File: src/rtl/fss_pkg.sv
package fss_pkg;
  localparam int NUM_BUCKETS = 4;
  localparam int MIN_FRAME   = 64;
  localparam int SMALL_TOP   = 127;

  typedef enum logic [1:0] {
    BKT_UNDER  = 2'd0,
    BKT_OVER   = 2'd1,
    BKT_EQ64   = 2'd2,
    BKT_65_127 = 2'd3
  } bucket_e;
endpackage

File: src/rtl/fss_rst_sync.sv
module fss_rst_sync (
  input  logic clk,
  input  logic rst_n,
  output logic rst_sync_n
);
  logic [1:0] sync_q;

  always_ff @(posedge clk or negedge rst_n) begin
    if (!rst_n) sync_q <= 2'b00;
    else        sync_q <= {sync_q[0], 1'b1};
  end

  assign rst_sync_n = sync_q[1];
endmodule

File: src/rtl/fss_classifier.sv
module fss_classifier
  import fss_pkg::*;
#(
  parameter int LEN_W = 16
) (
  input  logic                   evt_valid_i,
  input  logic [LEN_W-1:0]       evt_len_i,
  input  logic [LEN_W-1:0]       max_len_i,
  output logic [NUM_BUCKETS-1:0] hit_o
);
  localparam logic [LEN_W-1:0] MIN_L  = LEN_W'(MIN_FRAME);
  localparam logic [LEN_W-1:0] TOP_L  = LEN_W'(SMALL_TOP);

  logic [NUM_BUCKETS-1:0] class_w;

  always_comb begin
    class_w             = '0;
    class_w[BKT_UNDER]  = (evt_len_i <  MIN_L);
    class_w[BKT_OVER]   = (evt_len_i >  max_len_i);
    class_w[BKT_EQ64]   = (evt_len_i == MIN_L);
    class_w[BKT_65_127] = (evt_len_i >  MIN_L) && (evt_len_i <= TOP_L);
  end

  assign hit_o = class_w & {NUM_BUCKETS{evt_valid_i}};
endmodule

File: src/rtl/fss_counter.sv
module fss_counter #(
  parameter int CNT_W = 36
) (
  input  logic             clk,
  input  logic             rst_n,
  input  logic             clr_i,
  input  logic             inc_i,
  output logic [CNT_W-1:0] cnt_o
);
  logic [CNT_W-1:0] cnt_q, cnt_d;
  logic             cnt_en;

  always_comb begin
    cnt_en = clr_i | inc_i;
    if (clr_i) cnt_d = '0;
    else       cnt_d = cnt_q + 1'b1;
  end

  always_ff @(posedge clk or negedge rst_n) begin
    if (!rst_n)      cnt_q <= '0;
    else if (cnt_en) cnt_q <= cnt_d;
  end

  assign cnt_o = cnt_q;

  p_clear_wins_r10: assert property (@(posedge clk) disable iff (!rst_n)
    clr_i |=> (cnt_o == '0));

  p_wrap_r13: assert property (@(posedge clk) disable iff (!rst_n)
    (inc_i && !clr_i && (&cnt_o)) |=> (cnt_o == '0));

  p_idle_hold_r7: assert property (@(posedge clk) disable iff (!rst_n)
    (!inc_i && !clr_i) |=> $stable(cnt_o));
endmodule

File: src/rtl/fss_regport.sv
module fss_regport #(
  parameter int NUM    = 4,
  parameter int CNT_W  = 36,
  parameter int LO_W   = 32,
  parameter int DATA_W = 32,
  parameter int ADDR_W = 4
) (
  input  logic                      clk,
  input  logic                      rst_n,
  input  logic                      clr_i,
  input  logic                      rd_en_i,
  input  logic [ADDR_W-1:0]         rd_addr_i,
  input  logic [NUM-1:0][CNT_W-1:0] cnt_i,
  output logic [DATA_W-1:0]         rd_data_o
);
  localparam int HI_W  = CNT_W - LO_W;
  localparam int IDX_W = ADDR_W - 1;

  logic [IDX_W-1:0]           idx;
  logic                       hi_sel;
  logic                       mapped;
  logic [CNT_W-1:0]           cnt_sel;
  logic [HI_W-1:0]            shd_sel;
  logic [NUM-1:0][HI_W-1:0]   shd_q, shd_d;
  logic [NUM-1:0]             shd_en;
  logic [DATA_W-1:0]          rd_d;

  assign idx    = rd_addr_i[ADDR_W-1:1];
  assign hi_sel = rd_addr_i[0];

  always_comb begin
    mapped  = 1'b0;
    cnt_sel = '0;
    shd_sel = '0;
    for (int k = 0; k < NUM; k++) begin
      if (idx == IDX_W'(k)) begin
        mapped  = 1'b1;
        cnt_sel = cnt_i[k];
        shd_sel = shd_q[k];
      end
    end
  end

  genvar k;
  generate
    for (k = 0; k < NUM; k++) begin : g_shadow
      always_comb begin
        shd_en[k] = clr_i | (rd_en_i && !hi_sel && (idx == IDX_W'(k)));
        shd_d[k]  = clr_i ? '0 : cnt_i[k][CNT_W-1:LO_W];
      end

      always_ff @(posedge clk or negedge rst_n) begin
        if (!rst_n)         shd_q[k] <= '0;
        else if (shd_en[k]) shd_q[k] <= shd_d[k];
      end
    end
  endgenerate

  always_comb begin
    if (!mapped)     rd_d = '0;
    else if (hi_sel) rd_d = DATA_W'(shd_sel);
    else             rd_d = DATA_W'(cnt_sel[LO_W-1:0]);
  end

  always_ff @(posedge clk or negedge rst_n) begin
    if (!rst_n)       rd_data_o <= '0;
    else if (rd_en_i) rd_data_o <= rd_d;
  end

  p_unmapped_zero_r11: assert property (@(posedge clk) disable iff (!rst_n)
    (rd_en_i && (rd_addr_i >= ADDR_W'(2*NUM))) |=> (rd_data_o == '0));

  p_shadow_stable_r9: assert property (@(posedge clk) disable iff (!rst_n)
    (!clr_i && !(rd_en_i && !rd_addr_i[0])) |=> $stable(shd_q));

  p_read_hold_r8: assert property (@(posedge clk) disable iff (!rst_n)
    !rd_en_i |=> $stable(rd_data_o));
endmodule

File: src/rtl/frame_size_stats.sv
module frame_size_stats
  import fss_pkg::*;
#(
  parameter int LEN_W  = 16,
  parameter int CNT_W  = 36,
  parameter int LO_W   = 32,
  parameter int DATA_W = 32,
  parameter int ADDR_W = 4
) (
  input  logic              clk,
  input  logic              rst_n,
  input  logic              clr_i,
  input  logic [LEN_W-1:0]  max_len_i,
  input  logic              evt_valid_i,
  input  logic [LEN_W-1:0]  evt_len_i,
  input  logic              evt_err_i,
  input  logic              rd_en_i,
  input  logic [ADDR_W-1:0] rd_addr_i,
  output logic [DATA_W-1:0] rd_data_o
);
  logic                              rst_sync_n;
  logic [NUM_BUCKETS-1:0]            hit;
  logic [NUM_BUCKETS-1:0][CNT_W-1:0] cnt;
  logic                              err_unused;

  assign err_unused = evt_err_i;

  fss_rst_sync u_rst_sync (
    .clk        (clk),
    .rst_n      (rst_n),
    .rst_sync_n (rst_sync_n)
  );

  fss_classifier #(.LEN_W(LEN_W)) u_classifier (
    .evt_valid_i (evt_valid_i),
    .evt_len_i   (evt_len_i),
    .max_len_i   (max_len_i),
    .hit_o       (hit)
  );

  genvar b;
  generate
    for (b = 0; b < NUM_BUCKETS; b++) begin : g_cnt
      fss_counter #(.CNT_W(CNT_W)) u_counter (
        .clk   (clk),
        .rst_n (rst_sync_n),
        .clr_i (clr_i),
        .inc_i (hit[b]),
        .cnt_o (cnt[b])
      );
    end
  endgenerate

  fss_regport #(
    .NUM    (NUM_BUCKETS),
    .CNT_W  (CNT_W),
    .LO_W   (LO_W),
    .DATA_W (DATA_W),
    .ADDR_W (ADDR_W)
  ) u_regport (
    .clk       (clk),
    .rst_n     (rst_sync_n),
    .clr_i     (clr_i),
    .rd_en_i   (rd_en_i),
    .rd_addr_i (rd_addr_i),
    .cnt_i     (cnt),
    .rd_data_o (rd_data_o)
  );

  p_small_classes_excl_r4: assert property (@(posedge clk) disable iff (!rst_sync_n)
    $onehot0({hit[BKT_UNDER], hit[BKT_EQ64], hit[BKT_65_127]}));

  p_no_loss_r7: assert property (@(posedge clk) disable iff (!rst_sync_n)
    (evt_valid_i && !clr_i && (evt_len_i == LEN_W'(MIN_FRAME)))
      |=> (cnt[BKT_EQ64] == $past(cnt[BKT_EQ64]) + 1'b1));

  p_error_ignored_r6: assert property (@(posedge clk) disable iff (!rst_sync_n)
    (evt_valid_i && evt_err_i && !clr_i && (evt_len_i < LEN_W'(MIN_FRAME)))
      |=> (cnt[BKT_UNDER] != $past(cnt[BKT_UNDER])));
endmodule

File: config.mk
export PLATFORM = sky130hd
export DESIGN_NAME = frame_size_stats
export DESIGN_NICKNAME = d
export VERILOG_FILES = /design/src/rtl/fss_pkg.sv /design/src/rtl/fss_rst_sync.sv /design/src/rtl/fss_classifier.sv /design/src/rtl/fss_counter.sv /design/src/rtl/fss_regport.sv /design/src/rtl/frame_size_stats.sv
export SDC_FILE = /design/constraint.sdc
export NUM_CORES = 1
export LEC_CHECK = 0
export CORE_ASPECT_RATIO = 1.1
export CORE_MARGIN = 2
export CORE_UTILIZATION = 45
export CTS_BUF_LIST = sky130_fd_sc_hd__clkbuf_2
export DETAILED_ROUTE_END_ITERATION = 10
export DONT_BUFFER_PORTS = 1
export HOLD_SLACK_MARGIN = 0.1
export PLACE_DENSITY = 0.7
export SKIP_CTS_REPAIR_TIMING = 1
export SLEW_MARGIN = 10
export SYNTH_ARGS = -nofsm -noshare
export SYNTH_HDL_FRONTEND = slang
export SYNTH_SLANG_ARGS = --single-unit
File: constraint.sdc
create_clock -name clk -period 8.5 [get_ports clk]
set_input_delay 0.425 -clock clk [delete_from_list [all_inputs] [get_ports clk]]
set_output_delay 0.425 -clock clk [all_outputs]
set_load 0.03 [all_outputs]
Yosys cells after proc, flatten, opt, wreduce, memory -nomap -nowiden. Index checks and enable logic that the tools add are counted.

Bits in registers: 194. Input port bits: 42. Output and inout bits: 32. Word-level logic and storage cells: 61.

Add/sub/neg operators: 4. Order comparisons: 4. Equality and inequality tests: 4. Mux-type cells: 22. Bitwise gates (word level): 9. Reductions and logical operators: 8.

Operator list (number): $mux 32 (6); $add 36x1->36 const B (4); $mux 36 (4); $mux 4 (8); $eq 16x7->1 const B (1); $gt 16x16->1 (1); $gt 16x7->1 const B (1); $le 16x7->1 const B (1); $lt 16x7->1 const B (1); $or 1x1->1 (8); $eq 3x2->1 const B (2); $logic_and 1x1->1 (6); $and 4x4->4 (1); $mux 1 (4); $eq 3x1->1 const B (1); $logic_not 3->1 (1); $logic_not 1->1 (1).

Depth between registers and ports, before layout. Gate-level depths: netlist of the first run.

Depth after elaboration: 7. Gate-level depth with buffers: 10. Mapped depth without buffers: 8.

Modules after synthesis. Synthesis of the first run repeated with hierarchy kept, for this count alone.

Cells, all modules: 1172. Area total of the unflattened synthesis: 10804.1 um2.

By module, submodules not included: fss_counter (instances 4, cells an instance 198, area an instance 1859.3 um2, sequential area each 900.9 um2); fss_regport (instances 1, cells an instance 308, area an instance 2855.2 um2, sequential area each 1201.2 um2); fss_classifier (instances 1, cells an instance 69, area an instance 457.9 um2, sequential area each 0.0 um2); fss_rst_sync (instances 1, cells an instance 3, area an instance 53.8 um2, sequential area each 50.0 um2).

Least setup slack after synthesis of the first run. No wires, ideal clock.

Kind: input-to-reg. Start point: input max_len_i[1]. End point: register g_cnt[1].u_counter.cnt_q[11]. Setup time: 0.078 ns. Arrival: 2.354 ns. Required time: 8.422 ns. Setup slack: 6.068 ns. Stages on the path: 9. Buffers on the path: 1. Path through: inv_1 -> ha_1 -> nor2b_1 -> o211ai_1 -> a2111o_1 -> a31o_2 -> clkbuf_1 -> or4_1 -> a21oi_1.

Cells in the longest elaborated chain, start to end: 3.

Ends and longest elaborated chain: start, declared (line frame_size_stats.sv:13) `input logic [LEN_W-1:0] max_len_i,`; $gt 16x16->1 (line fss_classifier.sv:19) `class_w[BKT_OVER] = (evt_len_i > max_len_i);`; $and 4x4->4 (line fss_classifier.sv:24) `assign hit_o = class_w & {NUM_BUCKETS{evt_valid_i}};`; $or 1x1->1 (line fss_counter.sv:14) `cnt_en = clr_i | inc_i;`; end signal, assigned (line fss_counter.sv:21) `else if (cnt_en) cnt_q <= cnt_d;`; end, declared (line fss_counter.sv:10) `logic [CNT_W-1:0] cnt_q, cnt_d;`.

No other way between the ends. A chain may end at the register's enable or synchronous reset.

Worst setup path in the final report of the first run.
Start point: input rd_addr_i[3]. End point: register u_regport.rd_data_o[1].

Cells in the longest elaborated chain, start to end: 7. Elaborated cells on any way between the ends: 18. Classes of those cells: eq/ne: 3; mux: 14; reduce/logical: 1.

Ends and longest elaborated chain: start, declared (line frame_size_stats.sv:18) `input logic [ADDR_W-1:0] rd_addr_i,`; $logic_not 3->1 (line fss_regport.sv:36) `if (idx == IDX_W'(k)) begin`; $mux 32 / $mux 4 (equally long branches) (4 in a row) (line fss_regport.sv:36); $mux 32 (line fss_regport.sv:61) `else if (hi_sel) rd_d = DATA_W'(shd_sel);`; $mux 32 (*) (line fss_regport.sv:60) `if (!mapped) rd_d = '0;`; end signal, assigned (line fss_regport.sv:67) `else if (rd_en_i) rd_data_o <= rd_d;`; end, declared (line fss_regport.sv:14) `output logic [DATA_W-1:0] rd_data_o`.

Every way passes the cells marked *; elsewhere a longest branch is shown, timed or not.

==> out/metrics.yaml, run 1 <==
placed_design:
  gp_congestion: 0.8437
  io_buffers: 0
  hpwl_um: 18110
grt:
  use_met2_pct: 35.91
  grt_pass1_wl_um: 42500
  antenna_found_initial: 1
  grt.busiest_layer: "met2"
  grt_pass1_vias: 8091
  grt_start_max_net_pins: 163
  grtUsageMet3_pct: 3.819
  grt.overflow.total: 0
  grtUsageTotal_pct: 21.62
  use_met1_pct: 29.04
routing:
  drtIter0Drc: 700
  ant_nets: 0
  route.detailed.drc: 0
  dr.pass1.iters: 5
  avgViaCountPerCell: 5.856
  wl_per_cell_um: 18.36
  num_vias: 8602
  drt-total-wl_um: 26970
cts:
  cts_buffer_depth: 2
  cts_buffers: 17
  clk_latency_ns: 0.76
  cts.sinks: 194
  htreeDepth: 4
  clockRootBuffer: "clkbuf_2"
  tritoncts: "done"
  path_clk_slew_ns: 0.27
setup_path:
  r2r_start: "g_cnt[0].u_counter.cnt_o[22]"
  critPathRequiredTime_ns: 9.18
  setup.worst_path.end: "u_regport.rd_data_o[1]"
  reg2reg_slack_ns: 5.71
  crit_top_cell: "dlygate4sd3_1"
  critPathKind: "input port to flip-flop"
  worstPathMaxFanout: 33
  r2r-end: "g_cnt[0].u_counter.cnt_o[35]"
  slowest_stage: "nand2_1"
  arrival_ns: 3.97
  crit_chain: "dlygate4sd3_1 > nor2b_1 > nand2_1 > o21ai_0 > dlygate4sd3_1 > o22ai_1 > dlygate4sd3_1"
  critical_path.max_stage_delay_ns: 0.75
  r2r_cells: 6
  startpoint_type: "input port"
  end_kind: "flip-flop"
  startpoint: "rd_addr_i[3]"
cells_and_area:
  final_cell_mix: "dfrtp_1, nor2_1, xor2_1"
  final_common_cell: "dfrtp_1"
  nFillCells: 2207
  utilization_pct: 48.34
  drive_gt1_share_pct: 7.223
  final_nets: 1213
  areaGrowthSynthToFinish_pct: 6.268
timing:
  clock.fmax_mhz: 303.4
  setup_violations: 0
  rsz0062_at_grt: "false"
  min_period_over_period_pct: 38.78
  post-route-min-period_ns: 3.296
  finalHoldWorstSlack_ns: 0.1693
  slew_headroom_pct: 22.51
  tightestPinTransition_ns: 1.154
  slew_viol_final: 0
  final_hold_viol_count: 0
  fin_tns_setup_ns: 0
  skew_ns: 0.04461
yosys:
  ys_seq_area_share_pct: 45.46
  yosys_warnings: 0
  ys_ff_latch: 194
  synth_cells: 1173
  avgSynthCellArea_um2: 9.104
  syn-cell-area_mm2: 0.01068
  ys_async_sr_fraction_pct: 100.0
  synth_fp_nets: 1235
  synth_flop_cell: "dfrtp_1"
  synth-edff-count: 0
  ys_types: 49
pwr:
  peakVddDrop_v: 0.0001137
  finalPower_uw: 1566
  cellLeakagePower_uw: 0.004765
  powerDensity_mw_per_mm2: 138.0
hold_path:
  hp-class: "input port to flip-flop"
flow_run:
  drv_cap: 0
floorplan:
  coreArea_mm2: 0.02348
  start_util_pct: 45.49
  die_w_um: 150.9
  num_rows: 59
  die_height_um: 165.6
  dieArea_mm2: 0.02498
  io-pin-count: 74
run_status:
  outcome: "finished, final reports clean"
==> registers in the layout (all words and copies together), names as in the netlist <==
name                   flops
u_regport.rd_data_o       32
u_regport.shd_q           16
g_cnt.u_counter.cnt_o    144
u_rst_sync.sync_q          2
==> worst min path at each step <==
stage	depth (start not counted)	end	slack, ns	startpoint
after floorplan	0	u_rst_sync.sync_q[0]	0.13	rst_n
after global placement	0	u_rst_sync.sync_q[0]	0.13	rst_n
after detailed placement	0	u_rst_sync.sync_q[0]	0.13	rst_n
after CTS	0	u_rst_sync.sync_q[1]	-0.76	rst_n
after global routing	4	u_regport.rd_data_o[2]	0.11	rd_addr_i[1]
final	3	u_regport.rd_data_o[0]	0.17	rd_addr_i[2]
==> power by group <==
group / switching [uW] / internal [uW]
clock network: 323 / 167
logic: 79.3 / 35.7
registers: 27.7 / 934
total: 430 / 1140
==> stage by stage <==
stage,area [um2],instances,worst slack [ns]
floorplan,10680,1173,2.694
global placement,10840,1416,5.308
detailed placement,10840,1416,5.238
CTS,11090,1447,5.734
global route,11350,1469,5.004
finish,11350,1469,5.204
==> layer usage <==
| layer | vias up | share of wire, % |
|---|---|---|
| li1 | 4109 | - |
| met1 | 4247 | 44 |
| met2 | 209 | 49 |
| met3 | 37 | 4.4 |
| met4 | 0 | 2.6 |
| met5 | - | 0 |
==> area by class of cell <==
type                       instances  area [um2]  share of cell area [%]
inverter                          62       232.7                   2.051
antenna                            1       2.502                 0.02205
clock inverter                    12       153.9                   1.356
multi-input combinational        850        5329                   46.96
sequential                       194        4858                   42.81
clock buffer                      19       95.09                  0.8379
timing repair buffer              26       295.3                   2.602
tap                              305       381.6                   3.363
==> cells by family after synthesis <==
logic type,share of synthesized area [%]
AND/OR/NAND/NOR,23.14
AO/OA/AOI/OAI,11.67
flip-flops,45.46
buffers and inverters,4.663
XOR/XNOR,8.119
multiplexers,4.569
adder cells (fa/ha/maj),2.343
other,0.03512
==> critical path, delay by kind of cell <==
kind                   cells  cell delay, ns
and+or+nand+nor            2            1.28
buffers and inverters      3            1.81
AOI/OAI and AO/OA          2            0.45
==> cells in the mapped netlist (5+ instances only) <==
library cell | number | share of area (%)
a21oi_1 | 64 | 3.0
and3_1 | 33 | 1.9
and4_1 | 16 | 1.3
buf_1 | 8 | 0.28
buf_2 | 8 | 0.37
clkbuf_1 | 50 | 1.8
dfrtp_1 | 194 | 45
ha_1 | 20 | 2.3
inv_1 | 62 | 2.2
mux2_2 | 30 | 3.2
mux2i_1 | 15 | 1.4
nand2_1 | 63 | 2.2
nand3_1 | 69 | 3.2
nand4_1 | 48 | 2.8
nor2_1 | 138 | 4.9
nor2b_1 | 18 | 1.1
nor3_1 | 11 | 0.52
nor4_1 | 5 | 0.29
o21ai_0 | 67 | 3.1
o22ai_1 | 64 | 3.7
o31ai_1 | 9 | 0.63
or3_1 | 25 | 1.5
or4_1 | 12 | 0.84
xnor2_1 | 26 | 2.1
xor2_1 | 73 | 6.0
Note: power is estimated with default switching activity, not from simulation.
==> inputs of run 2 (changes only) <==
PLACE_DENSITY = 0.72   (was 0.7)
clock period = 2.8 ns   (was 8.5 ns; I/O delays follow)
==> run 2 against run 1 <==
Compared with the run above: critical path depth increased by 3; non-clock buffer count grew 33; critical endpoint is now u_regport.shd_q[8]; highest routed layer unchanged; flip-flop and latch count is the same.
==> out/metrics.yaml, run 2 (synthesis gave the netlist of run 1 again) <==
routing:
  dr.pass1.iters: 5
  avgViaCountPerCell: 5.873
  num_vias: 8821
  route.detailed.drc: 0
  drtIter0Drc: 760
  ant_nets: 0
  drt-total-wl_um: 27420
  wl_per_cell_um: 18.25
grt:
  antenna_found_initial: 0
  grt.overflow.total: 0
  grt_start_max_net_pins: 163
  grt_pass1_wl_um: 42260
  grtUsageTotal_pct: 21.50
  grt_pass1_vias: 8159
floorplan:
  die_height_um: 165.6
  die_w_um: 150.9
  io-pin-count: 74
  coreArea_mm2: 0.02348
  num_rows: 59
  dieArea_mm2: 0.02498
  start_util_pct: 45.49
cells_and_area:
  areaGrowthSynthToFinish_pct: 9.326
  final_cell_mix: "dfrtp_1, nor2_1, xor2_1"
  nFillCells: 2206
  fin_cells: 1502
  n_antenna_cell: 0
  drive_gt1_share_pct: 8.104
  finish.instance_area_mm2: 0.01167
  final_nets: 1246
  largest_reg_flops: 144
  final_common_cell: "dfrtp_1"
setup_path:
  reg2reg_slack_ns: 0.41
  r2r-end: "g_cnt[1].u_counter.cnt_o[30]"
  critPathKind: "input port to flip-flop"
  worstPathMaxFanout: 34
  r2r_start: "g_cnt[1].u_counter.cnt_o[4]"
  arrival_ns: 3.44
  critPathRequiredTime_ns: 3.49
  r2r_cells: 6
  startpoint_type: "input port"
  end_kind: "flip-flop"
pwr:
  netSwitchingFraction_pct: 28.59
  p_int_uw: 3388
  seqPwrFrac_pct: 61.3
  clkPwrFrac_pct: 30.4
  powerDensity_mw_per_mm2: 406.4
  combPwrFrac_pct: 8.2
  p_sw_uw: 1356
  peakVddDrop_v: 0.0002270
  cellLeakagePower_uw: 0.004922
timing:
  final_hold_viol_count: 0
  skew_ns: 0.04797
  post-route-min-period_ns: 2.754
  fin_ws_ns: 0.04623
  tightestPinTransition_ns: 1.201
  finalHoldWorstSlack_ns: 0.1328
  min_period_over_period_pct: 98.35
  fin_tns_setup_ns: 0
  slew_headroom_pct: 19.93
  slew_viol_final: 0
  setup_violations: 0
  clock.fmax_mhz: 363.1
  rsz0062_at_grt: "false"
placed_design:
  io_buffers: 0
  hpwl_um: 18260
  gp_congestion: 0.8456
  place_area_mm2: 0.01097
  dp_cells: 1429
  place_ws_ns: 0.4230
cts:
  tritoncts: "done"
  cts.sinks: 194
  clockRootBuffer: "clkbuf_2"
  path_clk_slew_ns: 0.29
  cts_buffer_depth: 2
  cts_buffers: 17
  clk_latency_ns: 0.77
  htreeDepth: 4
hold_path:
  holdPathEnd: "g_cnt[3].u_counter.cnt_o[4]"
  min_from: "evt_len_i[5]"
  hp-class: "input port to flip-flop"
  holdPathStages: 6
run_status:
  outcome: "finished, final reports clean"
flow_run:
  drv_cap: 0
run 2: cell count changes in the layout (fill, tap and decap cells not counted), sizes merged:
cell         change
dlygate4sd3     +20
buf             +13
clkinvlp         +2
bufinv           -1
clkbuf           -1
clkinv           +1
diode            -1
run 2: power groups by stage:
stage | Clock, uW | Sequential, uW | Combinational, uW
finish | 1440 | 2910 | 390
global route | 1590 | 2920 | 434
CTS | 1480 | 2910 | 272
detailed placement | 0 | 2960 | 270
global placement | 0 | 2960 | 263
floorplan | 0 | 2980 | 213
run 2: metal layers:
metal  vias to the layer above  GRT usage (%)  wire [um]
met5                         -              0          0
met3                        43          4.478       1452
met4                         0          7.307        737
met1                      4391          28.13      11860
li1                       4155              -          -
met2                       232          35.60      13370
run 2: worst max-delay path by stage:
stage | cells after the start | endpoint | slack (ns) | from
6_report | 10 | u_regport.shd_q[8] | 0.05 | rd_en_i
2_1_floorplan | 9 | g_cnt[1].u_counter.cnt_o[11] | 0.65 | max_len_i[1]
3_5_place_dp | 7 | g_cnt[1].u_counter.cnt_o[8] | 0.42 | max_len_i[15]
4_1_cts | 6 | g_cnt[1].u_counter.cnt_o[30] | 0.43 | g_cnt[1].u_counter.cnt_o[4]
5_1_grt | 10 | u_regport.shd_q[8] | 0.03 | rd_en_i
3_3_place_gp | 6 | g_cnt[1].u_counter.cnt_o[35] | 0.50 | g_cnt[1].u_counter.cnt_o[20]
run 2: per-stage QoR:
stage	utilization, %	total power, uW
4_1_cts	47.78	4659
3_5_place_dp	46.75	3226
3_3_place_gp	46.75	3218
2_1_floorplan	-	3194
5_1_grt	49.73	4938
6_report	49.73	4744
run 2: final cells by class:
class	count	area, um2	share of cell area [%]
multi-input combinational	850	5329	45.64
sequential	194	4858	41.61
clock inverter	14	152.6	1.307
clock buffer	18	90.09	0.7716
tap	305	381.6	3.269
inverter	62	232.7	1.993
timing repair buffer	59	630.6	5.401
run 2: worst max-delay path: stages:
cell and delay, ns:
dlygate4sd3_1 0.59, buf_12 0.21, nor2b_1 0.27, nor2b_2 0.24, buf_4 0.36, nand3b_1 0.12, dlygate4sd3_1 0.66, mux2i_1 0.18
nor2_1 0.06, dlygate4sd3_1 0.60
==> inputs of run 3 (changes only) <==
clock period = 2.4 ns   (was 2.8 ns; I/O delays follow)
==> run 3 against run 2 <==
Compared with the run above: die area unchanged; non-clock buffer count rose by 72; cell area up 6.0%; wire length up 4.8%; flip-flop and latch count unchanged.
==> out/metrics.yaml, run 3 (synthesis gave the netlist of run 1 again) <==
cts:
  tritoncts: "done"
  cts_buffer_depth: 2
  clk_latency_ns: 0.79
  path_clk_slew_ns: 0.28
  cts_buffers: 17
  clockRootBuffer: "clkbuf_2"
  htreeDepth: 4
  cts.sinks: 194
floorplan:
  start_util_pct: 45.49
  num_rows: 59
  io-pin-count: 74
  coreArea_mm2: 0.02348
  die_w_um: 150.9
  die_height_um: 165.6
  dieArea_mm2: 0.02498
routing:
  m1WireLength_um: 12140
  dr.pass1.iters: 6
  dr_wl_met2_um: 14020
  num_vias: 9138
  drt-total-wl_um: 28740
  dr_wl_met3_um: 1539
  avgViaCountPerCell: 5.802
  ant_nets: 0
  drtIter0Drc: 843
  highest_layer: "met4"
  route.detailed.drc: 0
  wl_per_cell_um: 18.25
setup_path:
  arrival_ns: 3.11
  critical_path.max_stage_delay_ns: 0.56
  critPathRequiredTime_ns: 3.11
  critPathKind: "input port to flip-flop"
  crit_top_cell: "dlygate4sd3_1"
  startpoint_type: "input port"
  worstPathMaxFanout: 5
  crit_chain: "dlygate4sd3_1 > or2_2 > or2_4 > or2_2 > nor2_1 > xnor2_1 > nor2_1 > dlygate4sd3_1 > dlygate4sd3_1"
  slowest_stage: "dlygate4sd3_1"
  end_kind: "flip-flop"
cells_and_area:
  drive_gt1_share_pct: 9.614
  final_cell_mix: "dfrtp_1, nor2_1, dlygate4sd3_1"
  final_nets: 1318
  final_common_cell: "dfrtp_1"
  multi_input_area_mm2: 0.005336
  largest_reg_flops: 144
  nFillCells: 2131
  areaGrowthSynthToFinish_pct: 15.89
  utilization_pct: 52.72
  fin_cells: 1575
  ff_latch_area_mm2: 0.004858
flow_run:
  drv_cap: 0
placed_design:
  io_buffers: 0
  gp_congestion: 0.8406
  hpwl_um: 18940
  place_ws_ns: 0.07367
  dp_cells: 1448
timing:
  fin_ws_ns: 0.003586
  min_period_over_period_pct: 99.85
  slew_headroom_pct: 34.33
  finalHoldWorstSlack_ns: 0.1264
  final_hold_viol_count: 0
  skew_ns: 0.03191
  slew_viol_final: 0
  tightestPinTransition_ns: 0.9807
  post-route-min-period_ns: 2.396
  fin_tns_setup_ns: 0
  setup_violations: 0
  clock.fmax_mhz: 417.3
pwr:
  powerDensity_mw_per_mm2: 442.3
  combPwrFrac_pct: 8.8
  p_int_uw: 3868
  p_sw_uw: 1605
  seqPwrFrac_pct: 62.1
  netSwitchingFraction_pct: 29.32
  cellLeakagePower_uw: 0.005397
  clkPwrFrac_pct: 29.1
  peakVddDrop_v: 0.0003378
grt:
  grt.overflow.total: 0
  antenna_found_initial: 1
  grt_start_max_net_pins: 163
  grt_pass1_wl_um: 43710
  grt_pass1_vias: 8341
  grtUsageTotal_pct: 22.22
run_status:
  outcome: "finished, final reports clean"
hold_path:
  hp-class: "input port to flip-flop"
-- run 3: per-stage QoR --
| step | total power [uW] | instance area (um2) |
|---|---|---|
| finish | 5473 | 12380 |
| global route | 5690 | 12380 |
| CTS | 5332 | 11360 |
| detailed placement | 3774 | 11140 |
| global placement | 3765 | 11140 |
| floorplan | 3726 | 10680 |
-- run 3: worst paths after layout --
path,startpoint,to,slack (ns),cells past startpoint
setup / recovery,evt_len_i[5],g_cnt[2].u_counter.cnt_o[2],0.004,9
hold reg to reg,u_rst_sync.sync_q[1],g_cnt[3].u_counter.cnt_o[34],0.24,0
hold / removal,evt_len_i[7],g_cnt[0].u_counter.cnt_o[30],0.13,6
setup reg to reg,g_cnt[0].u_counter.cnt_o[1],g_cnt[0].u_counter.cnt_o[6],0.02,7
max in group asynchronous,u_rst_sync.sync_q[1],g_cnt[3].u_counter.cnt_o[35],1.41,1
min in group asynchronous,u_rst_sync.sync_q[1],g_cnt[3].u_counter.cnt_o[34],0.24,0
-- run 3: layer usage --
metal | vias up | global-route usage (%)
met5 | - | 0
li1 | 4314 | -
met2 | 271 | 35.56
met4 | 0 | 8.241
met1 | 4488 | 29.78
met3 | 65 | 4.725
-- run 3: cell type report --
cell class | count | share of cell area, %
Sequential cell | 194 | 39.26
Multi-Input combinational cell | 850 | 43.12
Tap cell | 305 | 3.084
Timing Repair Buffer | 131 | 10.86
Clock inverter | 15 | 1.092
Clock buffer | 17 | 0.6875
Antenna cell | 1 | 0.02022
Inverter | 62 | 1.880
-- run 3: power by group through the flow --
| stage | clock (uW) | sequential, uW | combinational (uW) |
|---|---|---|---|
| 2_1_floorplan | 0 | 3480 | 249 |
| 3_3_place_gp | 0 | 3450 | 316 |
| 3_5_place_dp | 0 | 3450 | 323 |
| 4_1_cts | 1610 | 3400 | 325 |
| 5_1_grt | 1750 | 3410 | 533 |
| 6_report | 1600 | 3400 | 481 |
-- run 3: worst max-delay path, delay by kind of cell --
| family | cells | cell delay (ns) |
|---|---|---|
| AND/OR/NAND/NOR | 5 | 1.20 |
| buffers and inverters | 3 | 1.64 |
| XOR/XNOR | 1 | 0.15 |
